[config.mk]
export PLATFORM = sky130hd
export DESIGN_NAME = acodec_regfile
export DESIGN_NICKNAME = d
export VERILOG_FILES = /design/src/rtl/acodec_regfile.sv
export SDC_FILE = /design/constraint.sdc
export NUM_CORES = 1
export LEC_CHECK = 0
export CAP_MARGIN = 10
export CELL_PAD_IN_SITES_DETAIL_PLACEMENT = 0
export CELL_PAD_IN_SITES_GLOBAL_PLACEMENT = 1
export CORE_ASPECT_RATIO = 0.9
export CORE_MARGIN = 2
export CORE_UTILIZATION = 34
export CTS_CLUSTER_DIAMETER = 80
export DETAILED_ROUTE_END_ITERATION = 16
export PLACE_DENSITY = 0.73
export SETUP_SLACK_MARGIN = 0.5
export SLEW_MARGIN = 20
export SYNTH_ARGS = -nofsm -noshare
export SYNTH_HDL_FRONTEND = slang
export SYNTH_SLANG_ARGS = --single-unit
[constraint.sdc]
create_clock -name clk -period 1.7 [get_ports clk]
set_clock_uncertainty 0.15 [all_clocks]
set_input_delay 0.34 -clock clk [delete_from_list [all_inputs] [get_ports clk]]
set_output_delay 0.34 -clock clk [all_outputs]
set_load 0.02 [all_outputs]
[src/rtl/acodec_regfile.sv]
module acodec_regfile #(
  parameter int unsigned RATE_MIN = 4000,
  parameter int unsigned RATE_MAX = 48000,
  parameter logic [15:0] VEND_HI  = 16'h4E53,
  parameter logic [15:0] VEND_LO  = 16'h4348
) (
  input  logic        clk,
  input  logic        rst_n,
  input  logic [6:0]  addr,
  input  logic [15:0] wdata,
  input  logic        wr_en,
  input  logic [1:0]  strap_n,
  output logic [15:0] rdata
);
  localparam logic [6:0]  A_ID   = 7'h28;
  localparam logic [6:0]  A_EXT  = 7'h2A;
  localparam logic [6:0]  A_DAC  = 7'h2C;
  localparam logic [6:0]  A_ADC  = 7'h32;
  localparam logic [6:0]  A_VHI  = 7'h7C;
  localparam logic [6:0]  A_VLO  = 7'h7E;
  localparam logic [15:0] R_MIN  = RATE_MIN[15:0];
  localparam logic [15:0] R_MAX  = RATE_MAX[15:0];

  logic        vra;
  logic [15:0] dac_rate, adc_rate, clamped, rd_mux;

  assign clamped = (wdata < R_MIN) ? R_MIN : (wdata > R_MAX) ? R_MAX : wdata;

  always_comb begin
    case (addr)
      A_ID:    rd_mux = {~strap_n, 13'b0, 1'b1};
      A_EXT:   rd_mux = {15'b0, vra};
      A_DAC:   rd_mux = vra ? dac_rate : R_MAX;
      A_ADC:   rd_mux = vra ? adc_rate : R_MAX;
      A_VHI:   rd_mux = VEND_HI;
      A_VLO:   rd_mux = VEND_LO;
      default: rd_mux = 16'h0000;
    endcase
  end

  always_ff @(posedge clk) begin
    if (!rst_n) begin
      vra      <= 1'b0;
      dac_rate <= R_MAX;
      adc_rate <= R_MAX;
      rdata    <= 16'h0000;
    end else begin
      rdata <= rd_mux;
      if (wr_en && addr == A_EXT) vra <= wdata[0];
      if (!vra) begin
        dac_rate <= R_MAX;
        adc_rate <= R_MAX;
      end else if (wr_en) begin
        if (addr == A_DAC) dac_rate <= clamped;
        if (addr == A_ADC) adc_rate <= clamped;
      end
    end
  end

  p_rate_range_r5: assert property (@(posedge clk) disable iff (!rst_n)
    dac_rate >= R_MIN && dac_rate <= R_MAX && adc_rate >= R_MIN && adc_rate <= R_MAX);

  p_locked_r6: assert property (@(posedge clk) disable iff (!rst_n)
    !vra |=> (dac_rate == R_MAX && adc_rate == R_MAX));

  p_dac_store_r4: assert property (@(posedge clk) disable iff (!rst_n)
    (vra && wr_en && addr == A_DAC && wdata >= R_MIN && wdata <= R_MAX) |=> dac_rate == $past(wdata));

  p_vendor_r7: assert property (@(posedge clk) disable iff (!rst_n)
    addr == A_VHI |=> rdata == VEND_HI);

  p_reserved_r9: assert property (@(posedge clk) disable iff (!rst_n)
    (addr == 7'h24 || addr == 7'h5A || addr == 7'h74 || addr == 7'h7A) |=> rdata == 16'h0000);

  p_ext_hold_r3: assert property (@(posedge clk) disable iff (!rst_n)
    !(wr_en && addr == A_EXT) |=> $stable(vra));
endmodule

==> impl_results.md, run 1 <==
- Post-synth top area share: a little over two fifths
- Worst skew pair latency: 300 ps
- Sw power: 0.0005489 W
- Initial antenna violation count: 0
- Switching portion of total power: 25.48%
- H-Tree Depth: 2
- Synthesized area: 2270 um2
- Clk root buf: clkbuf_8
- Wl on met1: 3410 um
- Syn-to-layout area delta: 85.12%
- Syn_area_per_cell: 8.663 um2
- Die Y: 81.51 um
- Max-slew violations: 0
- Nature of the critical path startpoint: primary input
- Vias per Instance: 5.303
- Post-Synth XOR/XNOR Area: 0%
- Worst R2R Path Depth: 6
- Synth Flop Type: dfxtp_1
- Largest net degree at the start of global routing: 23
- Reg-to-Reg Start: vra
- Sequential power share: 53.2%
- Routability-driven placement congestion ratio: 0.7732
- Leakage: 1.511 nW
- Fin. Hold Viols: 0
- IO buf count: 43
- Crit path DAT: 1650 ps
- Largest family of logic cells by synthesized area: compound AO/OA/AOI/OAI gates
- Simple-gate share of the synthesized area: 22.93%
- Max Buffers Root-to-Sink: 2
- Clk sinks: 49
- Critical Path Sink: adc_rate[7]
- DRC: 0
- Compound-Gate Fraction of Synth Area: roughly 24%
- Fraction of registers with async set/reset: 0%
- Slew margin rel.: 73.04%
- Drt pass-1 iters: 4
- Crit path kind: primary input to flip-flop
- Crit end category: flip-flop
- ANT nets after route: 0
- Non-filler cells, final: 472
- Max-cap viol count: 0
- Final period util: 91.64%
- Met2 routed wirelength: 3655 um
- F_max: ~0.64 GHz
- Post-synth EDFFs: 0
- Register area share after synthesis: 43.22%
- Vias in the first global route: 2351
- Clock share of power: 33.3%
- Adder-Cell Fraction of Synth Area: 0%
- Yosys cell types: 47
- Crit Reg-Reg Endpoint: dac_rate[3]
- Syn Inst Count: 262
- RSZ-0062 raised after global routing: true
- Crit path launch: addr[3]
- Initial Utilization: 34.83%
- Peak VDD IR: 0.0003101 V
- DP HPWL: 5000 um
- Register bit total from synthesis: 49
- N_diodes: 0
- Number of buffers created by CTS: 5
- Via count: 2503
- Core Area: 6516 um2
- GR Util All Layers: approximately a fifth
- DR WL/cell: 16.06 um
- Share of layout cells above drive strength 1: 56.28%
- Tightest Pin Transition: between 400 and 500 ps
- Critical Path RT: 1790 ps
- Mapped Nets: between 200 and 300
- Worst min path class: primary input to flip-flop
- Worst Path Max Fanout: 10
- Hold bufs inserted after CTS: 0
- Cell taking the most area after synthesis: dfxtp_1
- TritonCTS clock tree: done
- Gr ovfl total: 0
- PwrDens: 512.7 nW/um2
- Internal: 0.001605 W
- Largest cells by area after synthesis: dfxtp_1, nor3_1, o21ai_0, nand2_1, a21oi_1
- IO Pins: 44
- Highest Signal Layer: met4
- First-pass GRT wire length: 11700 um
- Fin Hold WS: 277.0 ps
- Placed Cells: around 440
- Die X: 90.13 um
- Die Footprint: roughly 7300 um2
- Detailed router's first-iteration violation count: 131
- Yosys warns: 0
- Endpoints failing setup: 0
- Status: finished, final reports clean
- NumNets Final: approximately 410
- Met3 WL: 370 um
- Multiplexer share of the synthesized area: 2.646%
- Gate power share: 13.5%
- Min Tclk post-route: ~1600 ps
- CTS clk-pin slew, worst paths: 100 ps
- R2r setup slk: between 200 and 300 ps
- Final core occ: 64.48%
- Std cell rows: 28
- Final wirelength: 7581 um
## cell type report
cell class                      instances  area [um2]
Clock buffer                            5       68.82
Timing Repair Buffer                  129        1385
Fill cell                             568        2315
Clock inverter                          3       26.28
Inverter                               13       48.80
Sequential cell                        49        1002
Multi-Input combinational cell        183        1558
Tap cell                               90       112.6
## sequential cells by signal (all words and copies together) (netlist names)
signal / cells
vra: 1
dac_rate: 16
adc_rate: 16
rdata: 16
## per-layer routing
layer | global-route usage (%) | up-vias
li1 | - | 1213
met1 | 26.26 | 1203
met2 | 34.89 | 69
met3 | 3.670 | 18
met4 | 6.615 | 0
met5 | 0 | -
## worst min-delay path by stage
stage / slack (ps) / start / cells after the start / endpoint
6_report: 280 / wdata[11] / 4 / adc_rate[11]
3_3_place_gp: 300 / adc_rate[14] / 2 / adc_rate[14]
3_5_place_dp: 300 / adc_rate[14] / 2 / adc_rate[14]
2_1_floorplan: 280 / adc_rate[14] / 2 / adc_rate[14]
5_1_grt: 280 / wdata[11] / 4 / adc_rate[11]
4_1_cts: 290 / wdata[10] / 4 / dac_rate[10]
## metrics by stage
step                      worst slack [ps]  setup TNS [ps]  instance area, um2  power [W]
final                                142.1               0                4202   0.002154
after global routing                 104.7               0                4202   0.002236
after CTS                            151.1               0                3939   0.002137
after detailed placement            -622.5          -26260                3278   0.001399
after global placement              -572.7          -25000                3278   0.001397
after floorplan                     -76.06          -689.7                2395   0.001243
## Yosys cell counts (2+ instances only)
cell type and instances:
or3_1 2, nand2_1 24, nor2b_1 2, o21ai_1 5, a31oi_1 9, a21oi_1 17
nand3_1 8, a211oi_1 2, nand4bb_1 2, o32ai_1 6, a2111oi_0 2, buf_2 7
o211ai_1 2, nand3b_1 2, nor2_1 6, inv_1 13, buf_6 4, o21ai_0 20
o2111ai_1 2, mux2i_1 6, and2_1 2, a21o_1 2, nor4_1 3, clkbuf_1 5
dfxtp_1 49, a32o_1 2, o22ai_1 2, nor3b_1 2, nand2b_1 3, or3b_1 2
or4b_1 2, and3_1 5, a22oi_1 5, nor3_1 24
## power by group through the flow
stage | clock network, W | registers, W | logic (W)
2_1_floorplan | 0 | 0.00117 | 0.0000692
3_3_place_gp | 0 | 0.00117 | 0.000223
3_5_place_dp | 0 | 0.00117 | 0.000225
4_1_cts | 0.000732 | 0.00115 | 0.000258
5_1_grt | 0.000782 | 0.00115 | 0.000307
6_report | 0.000718 | 0.00115 | 0.000290
## timing repair
| item | 4_1_cts | 5_1_grt |
|---|---|---|
| gates cloned | 4 | 2 |
| endpoints found under the setup margin | 65 | 65 |
| buffers inserted | 17 | 6 |
| gates resized for setup | 246 | 56 |
| pin swaps | 32 | 20 |
## placed cells by master, fill, tap and decap left out, types with 6 or more instances in the layout
cell type      synthesis  final
buf_4                  1     52
buf_6                  4     37
dfxtp_1               49     32
dfxtp_2                0     17
nor3_1                24     16
nand2_1               24     14
o21ai_1                5     14
a21oi_2                0     13
inv_1                 13     12
dlygate4sd2_1          0     11
buf_12                 0     10
o21ai_0               20      8
a31oi_1                9      8
nand2_2                0      6
nor3_2                 1      6
mux2i_1                6      6
o32ai_2                0      6
buf_8                  0      6
## critical path, stage by stage
cell and delay [ps]:
buf_6 90, or3b_4 400, buf_6 130, nor3_4 220, buf_12 160, buf_12 120
nor3_1 40, a31oi_1 150
## cells by family after synthesis
logic type,after synthesis
AO/OA/AOI/OAI,83
buffers and inverters,30
flip-flops,49
multiplexers,6
AND/OR/NAND/NOR,94
No activity file was read; power rests on OpenSTA's default activity.
==> inputs of run 2 (changes only) <==
--- a/config.mk
+++ b/config.mk
@@ -10,10 +10,11 @@
 export CELL_PAD_IN_SITES_GLOBAL_PLACEMENT = 1
 export CORE_ASPECT_RATIO = 0.9
 export CORE_MARGIN = 2
-export CORE_UTILIZATION = 34
+export CORE_UTILIZATION = 36
+export CTS_BUF_LIST = sky130_fd_sc_hd__clkbuf_4
 export CTS_CLUSTER_DIAMETER = 80
 export DETAILED_ROUTE_END_ITERATION = 16
-export PLACE_DENSITY = 0.73
+export PLACE_DENSITY = 0.77
 export SETUP_SLACK_MARGIN = 0.5
 export SLEW_MARGIN = 20
 export SYNTH_ARGS = -nofsm -noshare
==> run 2 against run 1 <==
Compared with the run above:
- sequential cell count is the same
- via count grew 1.6%
- utilization grew 4.5 points
- largest power group unchanged
==> impl_results.md, run 2 (synthesis gave the netlist of run 1 again) <==
- Max Buffers Root-to-Sink: 2 (unchanged)
- Crit path kind: primary input to flip-flop (unchanged)
- Final core occ: 69.02% (was 64.48%)
- Placed Cells: 435 (unchanged)
- Die X: 87.70 um (was 90.13 um)
- Initial Utilization: 37.12% (was 34.83%)
- Share of layout cells above drive strength 1: 56.19% (was 56.28%)
- Worst min path class: primary input to flip-flop (unchanged)
- Vias in the first global route: 2453 (was 2351)
- Final wirelength: 8446 um (was 7581 um)
- NumNets Final: 415 (was 409)
- Syn-to-layout area delta: 85.94% (was 85.12%)
- Vias per Instance: 5.356 (was 5.303)
- Gr ovfl total: 0 (unchanged)
- Min Tclk post-route: 1490 ps (was 1558 ps)
- Std cell rows: 27 (was 28)
- First-pass GRT wire length: 12330 um (was 11700 um)
- Clk sinks: 49 (unchanged)
- RSZ-0062 raised after global routing: true (unchanged)
- N_diodes: 0 (unchanged)
- Commonest cells after routing, fill and taps aside: buf_4, buf_6, dfxtp_1 (unchanged)
- Max-cap viol count: 0 (unchanged)
- Worst skew pair latency: 370 ps (was 300 ps)
- DP HPWL: 4980 um (was 5000 um)
- Die Y: 79.33 um (was 81.51 um)
- Non-filler cells, final: 475 (was 472)
- Hold bufs inserted after CTS: 0 (unchanged)
- Slowest CP cell: or3b_4 (unchanged)
- IO Pins: 44 (unchanged)
- Clk root buf: clkbuf_4 (was clkbuf_8)
- Final period util: 87.65% (was 91.64%)
- Crit end category: flip-flop (unchanged)
- GR Util All Layers: 22.83% (was 20.30%)
- Status: finished, final reports clean (unchanged)
- Endpoints failing setup: 0 (unchanged)
- Via count: 2544 (was 2503)
- Drt pass-1 iters: 4 (unchanged)
- Fin area: 4220 um2 (was 4202 um2)
- H-Tree Depth: 2 (unchanged)
- Critical Path RT: 1870 ps (was 1790 ps)
- Tightest Pin Transition: 434.3 ps (was 404.4 ps)
- DR WL/cell: 17.78 um (was 16.06 um)
- CTS clk-pin slew, worst paths: 160 ps (was 100 ps)
- Buf+Inv Stages, Crit Path: 2 (was 4)
- Detailed router's first-iteration violation count: 212 (was 131)
- Largest net degree at the start of global routing: 25 (was 23)
- Max-slew violations: 0 (unchanged)
- Crit path cell chain: buf_6, or3b_4, nor3_4, buf_12, nor3b_4, a32o_1 (was buf_6, or3b_4, buf_6, nor3_4, buf_12, buf_12, nor3_1, a31oi_1)
- Nature of the critical path startpoint: primary input (unchanged)
- ANT nets after route: 0 (unchanged)
- Placed cell area: 3297 um2 (was 3278 um2)
- Die Footprint: 6956 um2 (was 7346 um2)
- IO buf count: 43 (unchanged)
- Initial antenna violation count: 0 (unchanged)
- F_max: 0.6711 GHz (was 0.6419 GHz)
- Slew margin rel.: 70.74% (was 73.04%)
- Slowest Stage Delay on Critical Path: 420 ps (was 400 ps)
- DRC: 0 (unchanged)
- Largest registers: adc_rate: 16 flops, dac_rate: 16 flops, rdata: 16 flops (unchanged)
- Most common cell after layout, fill and taps aside: buf_4 (unchanged)
- Leakage: 1.552 nW (was 1.511 nW)
- Crit path DAT: 1660 ps (was 1650 ps)
- TritonCTS clock tree: done (unchanged)
- Routability-driven placement congestion ratio: 0.8191 (was 0.7732)
- Worst Path Max Fanout: 7 (was 10)
- Kind of cell adding the most delay to the critical path: simple AND/OR/NAND/NOR gates (unchanged)
- Core Area: 6115 um2 (was 6516 um2)
- Number of buffers created by CTS: 5 (unchanged)
- Peak VDD IR: 0.0003420 V (was 0.0003101 V)
- PwrDens: 478.8 nW/um2 (was 512.7 nW/um2)
- Fin. Hold Viols: 0 (unchanged)
## run 2: cell types whose count changed in the layout (fill, tap and decap cells not counted), sizes merged
cell         previous run  this run
clkinvlp                2         1
o31ai                   2         3
dlygate4sd2            11        12
clkinv                  0         1
buf                   114       118
## run 2: worst reg2reg max path, cell delays in order (launching register included)
cell and delay, ps:
dfxtp_2 380, nand2_4 80, a311oi_4 290, o211ai_4 130
buf_6 140, buf_16 130, o21ai_2 100
## run 2: cell type report
type | count | area, um2
inverters | 13 | 48.80
multi-input cells | 184 | 1583
flip-flops and latches | 49 | 1002
clock inverters | 3 | 25.02
clock buffers | 5 | 37.54
well taps | 87 | 108.9
repair buffers | 134 | 1415
fillers | 445 | 1894
## run 2: worst paths after layout
kind	startpoint	to	slack, ps	cells after the start
setup / recovery	addr[1]	dac_rate[1]	210	6
hold / removal	wdata[13]	adc_rate[13]	160	4
setup reg to reg	vra	adc_rate[2]	240	6
hold reg to reg	adc_rate[6]	adc_rate[6]	340	2
## run 2: power breakdown
part,switching [W],leakage (nW),internal [W],total [W]
Combinational,0.000137,1.12,0.000161,0.000298
Clock,0.000404,0.0318,0.000170,0.000574
Sequential,0.000000142,0.404,0.00115,0.00115
## run 2: routing by layer
layer  routed length, um  vias to the layer above  global-route usage [%]
met5                   0                        -                       0
met4                  82                        0                   5.692
met3                 332                        8                   3.638
met2                4465                       68                   39.24
met1                3565                     1231                   29.71
li1                    -                     1237                       -
## run 2: metrics by stage
step / hold WS [ps] / power, W / setup slack [ps] / setup TNS (ps)
2_1_floorplan: 277.4 / 0.001243 / -76.06 / -689.7
3_3_place_gp: 293.8 / 0.001401 / -614.8 / -25330
3_5_place_dp: 302.7 / 0.001404 / -697.2 / -26990
4_1_cts: 148.9 / 0.001999 / 260.9 / 0
5_1_grt: 164.6 / 0.002076 / 175.4 / 0
6_report: 162.6 / 0.002021 / 209.9 / 0
## run 2: repair_timing
action / 4_1_cts / 5_1_grt
endpoints found under the hold margin: 0 / 0
cloned: 5 / 2
pin swaps: 50 / 21
buffers inserted: 20 / 5
resized for setup: 274 / 34
setup endpoints to repair: 65 / 65
